File: src/rtl/snapmon_pkg.sv
package snapmon_pkg;
  typedef struct packed {
    logic cs_fall;
    logic sck_rise;
    logic sck_fall;
  } spi_evt_t;
endpackage

File: src/rtl/snapmon_sync.sv
module snapmon_sync #(
  parameter int              WIDTH   = 1,
  parameter int              STAGES  = 2,
  parameter logic [WIDTH-1:0] RST_VAL = '0
) (
  input  logic             clk_i,
  input  logic             rst_ni,
  input  logic [WIDTH-1:0] d_i,
  output logic [WIDTH-1:0] q_o
);
  logic [WIDTH-1:0] stage_q [STAGES];

  for (genvar g = 0; g < STAGES; g++) begin : g_stage
    if (g == 0) begin : g_first
      always_ff @(posedge clk_i or negedge rst_ni) begin
        if (!rst_ni) stage_q[g] <= RST_VAL;
        else         stage_q[g] <= d_i;
      end
    end else begin : g_next
      always_ff @(posedge clk_i or negedge rst_ni) begin
        if (!rst_ni) stage_q[g] <= RST_VAL;
        else         stage_q[g] <= stage_q[g-1];
      end
    end
  end

  assign q_o = stage_q[STAGES-1];
endmodule

File: src/rtl/snapmon_edges.sv
module snapmon_edges
  import snapmon_pkg::*;
(
  input  logic     clk_i,
  input  logic     rst_ni,
  input  logic     cs_s_i,
  input  logic     sck_s_i,
  output spi_evt_t evt_o
);
  logic cs_q, sck_q;

  always_ff @(posedge clk_i or negedge rst_ni) begin
    if (!rst_ni) begin
      cs_q  <= 1'b1;
      sck_q <= 1'b0;
    end else begin
      cs_q  <= cs_s_i;
      sck_q <= sck_s_i;
    end
  end

  // serial clock edges only count while selected
  assign evt_o.cs_fall  = cs_q & ~cs_s_i;
  assign evt_o.sck_rise = ~sck_q & sck_s_i & ~cs_s_i;
  assign evt_o.sck_fall = sck_q & ~sck_s_i & ~cs_s_i;
endmodule

File: src/rtl/snapmon_shifter.sv
module snapmon_shifter
  import snapmon_pkg::*;
#(
  parameter int NUM_INPUTS = 16
) (
  input  logic                  clk_i,
  input  logic                  rst_ni,
  input  spi_evt_t              evt_i,
  input  logic [NUM_INPUTS-1:0] sw_s_i,
  input  logic                  sdi_s_i,
  output logic [NUM_INPUTS-1:0] status_o,
  output logic                  sdo_o
);
  logic [NUM_INPUTS-1:0] status_q, shreg_q;
  logic                  loaded_q, rx_q;

  always_ff @(posedge clk_i or negedge rst_ni) begin
    if (!rst_ni) status_q <= '0;
    else if (evt_i.cs_fall) status_q <= sw_s_i;
  end

  always_ff @(posedge clk_i or negedge rst_ni) begin
    if (!rst_ni)               loaded_q <= 1'b0;
    else if (evt_i.cs_fall)    loaded_q <= 1'b0;
    else if (evt_i.sck_rise)   loaded_q <= 1'b1;
  end

  always_ff @(posedge clk_i or negedge rst_ni) begin
    if (!rst_ni)             rx_q <= 1'b0;
    else if (evt_i.sck_fall) rx_q <= sdi_s_i;
  end

  // first rise after select loads, later rises shift in the held input bit
  always_ff @(posedge clk_i or negedge rst_ni) begin
    if (!rst_ni) shreg_q <= '0;
    else if (evt_i.sck_rise) begin
      if (!loaded_q) shreg_q <= status_q;
      else           shreg_q <= {shreg_q[NUM_INPUTS-2:0], rx_q};
    end
  end

  assign status_o = status_q;
  assign sdo_o    = shreg_q[NUM_INPUTS-1];
endmodule

File: src/rtl/snapmon_irq.sv
module snapmon_irq #(
  parameter int NUM_INPUTS = 16
) (
  input  logic                  clk_i,
  input  logic                  rst_ni,
  input  logic                  en_s_i,
  input  logic                  cs_fall_i,
  input  logic [NUM_INPUTS-1:0] sw_s_i,
  input  logic [NUM_INPUTS-1:0] status_i,
  output logic                  irq_oe_o
);
  logic irq_q;

  // a select fall reloads the status with sw_s_i, so no mismatch that cycle
  always_ff @(posedge clk_i or negedge rst_ni) begin
    if (!rst_ni) irq_q <= 1'b0;
    else         irq_q <= en_s_i & ~cs_fall_i & (sw_s_i != status_i);
  end

  assign irq_oe_o = irq_q;
endmodule

File: src/rtl/snap_spi_monitor.sv
module snap_spi_monitor
  import snapmon_pkg::*;
#(
  parameter int NUM_INPUTS  = 16,
  parameter int SYNC_STAGES = 2
) (
  input  logic                  clk_i,
  input  logic                  rst_ni,
  input  logic [NUM_INPUTS-1:0] sw_i,
  input  logic                  cs_ni,
  input  logic                  sck_i,
  input  logic                  sdi_i,
  input  logic                  irq_en_i,
  output logic                  sdo_o,
  output logic                  sdo_oe_o,
  output logic                  irq_oe_o
);
  localparam int SYNC_W = NUM_INPUTS + 4;
  localparam logic [SYNC_W-1:0] SYNC_RST = {4'b0001, {NUM_INPUTS{1'b0}}};

  logic [SYNC_W-1:0]     raw, synced;
  logic [NUM_INPUTS-1:0] sw_s, status_q;
  logic                  cs_s, sck_s, sdi_s, en_s;
  spi_evt_t              evt;

  assign raw = {irq_en_i, sdi_i, sck_i, cs_ni, sw_i};

  snapmon_sync #(
    .WIDTH  (SYNC_W),
    .STAGES (SYNC_STAGES),
    .RST_VAL(SYNC_RST)
  ) i_sync (
    .clk_i (clk_i),
    .rst_ni(rst_ni),
    .d_i   (raw),
    .q_o   (synced)
  );

  assign {en_s, sdi_s, sck_s, cs_s, sw_s} = synced;

  snapmon_edges i_edges (
    .clk_i  (clk_i),
    .rst_ni (rst_ni),
    .cs_s_i (cs_s),
    .sck_s_i(sck_s),
    .evt_o  (evt)
  );

  snapmon_shifter #(.NUM_INPUTS(NUM_INPUTS)) i_shift (
    .clk_i   (clk_i),
    .rst_ni  (rst_ni),
    .evt_i   (evt),
    .sw_s_i  (sw_s),
    .sdi_s_i (sdi_s),
    .status_o(status_q),
    .sdo_o   (sdo_o)
  );

  snapmon_irq #(.NUM_INPUTS(NUM_INPUTS)) i_irq (
    .clk_i    (clk_i),
    .rst_ni   (rst_ni),
    .en_s_i   (en_s),
    .cs_fall_i(evt.cs_fall),
    .sw_s_i   (sw_s),
    .status_i (status_q),
    .irq_oe_o (irq_oe_o)
  );

  assign sdo_oe_o = ~cs_s;
endmodule

File: config.mk
export PLATFORM = sky130hd
export DESIGN_NAME = snap_spi_monitor
export DESIGN_NICKNAME = d
export VERILOG_FILES = /design/src/rtl/snapmon_pkg.sv /design/src/rtl/snapmon_sync.sv /design/src/rtl/snapmon_edges.sv /design/src/rtl/snapmon_shifter.sv /design/src/rtl/snapmon_irq.sv /design/src/rtl/snap_spi_monitor.sv
export SDC_FILE = /design/constraint.sdc
export NUM_CORES = 1
export LEC_CHECK = 0
export ABC_AREA = 0
export BUFFER_PORTS_ARGS = -buffer_cell sky130_fd_sc_hd__buf_2
export CORE_MARGIN = 10
export CORE_UTILIZATION = 45
export CTS_CLUSTER_DIAMETER = 40
export DETAILED_ROUTE_END_ITERATION = 8
export PLACE_DENSITY = 0.7
export SETUP_SLACK_MARGIN = 0.2
export SLEW_MARGIN = 30
export SYNTH_ARGS = -nofsm -noshare
export SYNTH_HDL_FRONTEND = slang
export SYNTH_SLANG_ARGS = --single-unit
File: constraint.sdc
create_clock -name clk_i -period 2.7 [get_ports clk_i]
set_input_delay 0 -clock clk_i [delete_from_list [all_inputs] [get_ports clk_i]]
set_output_delay 0 -clock clk_i [all_outputs]
set_load 0.03 [all_outputs]
==> flow_metrics.py <==
metrics = {
    "outcome": {
        "status": "completed",
    },
    "detailed_routing": {
        "drtPass1Iterations": 4,
        "wl_um": 4065,
        "ant_nets": 0,
        "drc_errors": 0,
        "dr_total_vias": 1456,
        "vias_per_cell": 4.727,
        "drtIter0Drc": 135,
        "wire_per_inst_um": 13.20,
    },
    "grt": {
        "antenna_found_initial": 0,
        "grt_max_degree": 78,
        "overflow": 0,
        "grt_pass1_wl_um": 7272,
        "grt_pass1_vias": 1542,
        "gr-usage-all-layers_pct": 9.380,
    },
    "clock_tree": {
        "cts_buffers": 9,
        "cts_max_level": 3,
        "root_buffer": "clkbuf_8",
        "cts.sinks": 77,
        "cts_buffer_depth": 2,
        "clk_latency_ns": 0.34,
        "clk_pin_slew_ns": 0.07,
        "post_cts_buffers": 0,
        "cts_tree": "built",
        "ctsResizeCount": 0,
        "ctsHoldBuffers": 21,
    },
    "synth": {
        "synthesis.nets": 199,
        "syn_area_per_cell_um2": 15.50,
        "yosysWarnings": 0,
        "ys_types": 18,
        "synth_area_um2": 2744,
        "synth_cells": 177,
        "synth.ff_latch_count": 77,
        "ys_seq_area_share_pct": 70.36,
    },
    "final_layout": {
        "multi_input_area_um2": 743.2,
        "instances_no_fill": 308,
        "utilization_pct": 56.13,
        "mostFrequentLayoutCells": "74 x dfrtp_1, 23 x buf_2, 21 x dlygate4sd3_1, 18 x nor2_1",
        "register_area_um2": 1931,
        "final_common_cell": "dfrtp_1",
        "diodes": 0,
        "final_nets": 250,
        "fill_cells": 474,
        "drive_above_1_share_pct": 26.61,
        "layout-area-overhead-vs-synth_pct": 21.11,
    },
    "critical_path": {
        "worst_ep_required_time_ns": 2.90,
        "crit_chain": "mux2i_1, a21oi_1",
        "cp_data_arrival_time_ns": 1.63,
        "cp-start-kind": "flip-flop",
        "cp_slowest_cell": "dfrtp_1",
        "crit_type": "reg2reg",
        "crit_fanout": 17,
        "cp-end-kind": "flip-flop",
        "cp_slowest_stage_delay_ns": 0.92,
    },
    "die": {
        "start_util_pct": 46.34,
        "fp-row-count": 28,
        "die-width_um": 98.09,
        "dieArea_um2": 9621,
        "die_h_um": 98.09,
        "core_area_um2": 5921,
        "io_pins": 25,
    },
    "sta": {
        "setup_viol": 0,
        "rsz0062_at_grt": "no",
        "max_freq_mhz": 704.1,
        "slew_headroom_pct": 41.83,
        "clock_skew_ns": 0.006201,
        "report.final.hold_viol_count": 0,
        "fin_crit_sh_pct": 52.60,
        "tightest_slew_ns": 0.8726,
        "slew_violations": 0,
        "whs_ns": 0.2410,
        "final.min_clock_period_ns": 1.420,
        "fin_ws_ns": 1.280,
        "tns_ns": 0,
    },
    "worst_hold_path": {
        "hold_class": "in2async",
    },
    "place": {
        "dp.cells": 271,
        "place_hpwl_um": 2562,
        "post-place-ws_ns": 1.272,
        "place.gp.congestion": 0.7203,
        "portBuffers": 24,
    },
    "run": {
        "cap_violations": 0,
    },
    "pwr": {
        "power_density_nw_per_um2": 751.9,
        "peakVddDrop_uv": 468.5,
        "p_leak_nw": 1.449,
    },
}
kinds of logic (layout without fill, tap and decap cells):
logic type	after synthesis	in the layout	synth area share, %
flops	77	77	70.36
mux	33	33	13.91
simple gates	27	27	5.153
compound gates	16	16	2.918
xor+xnor	16	16	5.107
buf+inv	8	64	2.553
Yosys cell counts:
cell type	count	area, um^2
buf_2	1	5.000
mux2_2	9	101.4
nor3b_1	2	15.01
a21oi_1	16	80.08
mux2i_1	16	160.2
nor3b_4	1	18.77
nor2b_2	1	8.760
buf_6	1	11.26
buf_4	4	30.03
inv_1	1	3.750
xnor2_1	16	140.1
mux2_4	8	120.1
nor2_1	18	67.56
nand4_1	4	25.02
dfstp_2	3	78.83
dfrtp_1	74	1852
nor4_1	1	6.260
buf_12	1	20.02
path summary, 6_finish.rpt:
| check | depth (start not counted) | slack [ns] | end | start |
|---|---|---|---|---|
| hold / removal | 2 | 0.24 | i_sync.stage_q[39]$_DFF_PN0_ | rst_ni |
| setup / recovery | 2 | 1.28 | i_shift.shreg_q[9]$_DFFE_PN0P_ | i_shift.loaded_q$_DFFE_PN0P_ |
| setup reg to reg | 2 | 1.28 | i_shift.shreg_q[9]$_DFFE_PN0P_ | i_shift.loaded_q$_DFFE_PN0P_ |
| max in group asynchronous | 2 | 2.01 | i_shift.shreg_q[6]$_DFFE_PN0P_ | rst_ni |
| hold reg to reg | 0 | 0.34 | i_sync.q_o[6]$_DFF_PN0_ | i_sync.stage_q[26]$_DFF_PN0_ |
| min in group clk_i | 2 | 0.30 | i_sync.stage_q[20]$_DFF_PN0_ | sw_i[0] |
final cells by class:
cell class | count | area share, %
flip-flops and latches | 77 | 58.09
inverters | 1 | 0.1130
clock buffers | 16 | 6.024
well taps | 75 | 2.824
repair buffers | 47 | 10.58
multi-input cells | 92 | 22.36
stage by stage:
| step | cell area (um^2) | total power (W) |
|---|---|---|
| 6_report | 3323 | 0.002499 |
| 5_1_grt | 3323 | 0.002637 |
| 4_1_cts | 3319 | 0.002538 |
| 3_5_place_dp | 2909 | 0.001679 |
| 3_3_place_gp | 2909 | 0.001663 |
| 2_1_floorplan | 2744 | 0.001591 |
where the power goes:
part           internal, W  leakage, nW  switching [W]
clock network     0.000461        0.103       0.000363
logic             0.000171        0.460       0.000117
registers          0.00129        0.886       0.000101
worst max-delay path: cells and delay by family (launching register included):
family / cells / cell delay [ns]
AOI/OAI and AO/OA: 1 / 0.09
DFF: 1 / 0.92
muxes: 1 / 0.28
flip-flops by register name, summed over array words and instances, names as in the netlist:
signal,cells
i_sync.q_o,20
i_sync.stage_q,20
i_shift.shreg_q,16
i_shift.status_o,16
i_edges.cs_q,1
i_edges.sck_q,1
i_irq.irq_oe_o,1
i_shift.loaded_q,1
i_shift.rx_q,1
metal layers:
| layer | share of wire [%] | up-vias | global-route usage [%] |
|---|---|---|---|
| met5 | 0 | - | 0 |
| met4 | 3.1 | 0 | 5.705 |
| met1 | 45 | 729 | 11.14 |
| li1 | - | 692 | - |
| met3 | 3.6 | 10 | 3.171 |
| met2 | 48 | 25 | 14.37 |
(Power assumes the default switching activity.)
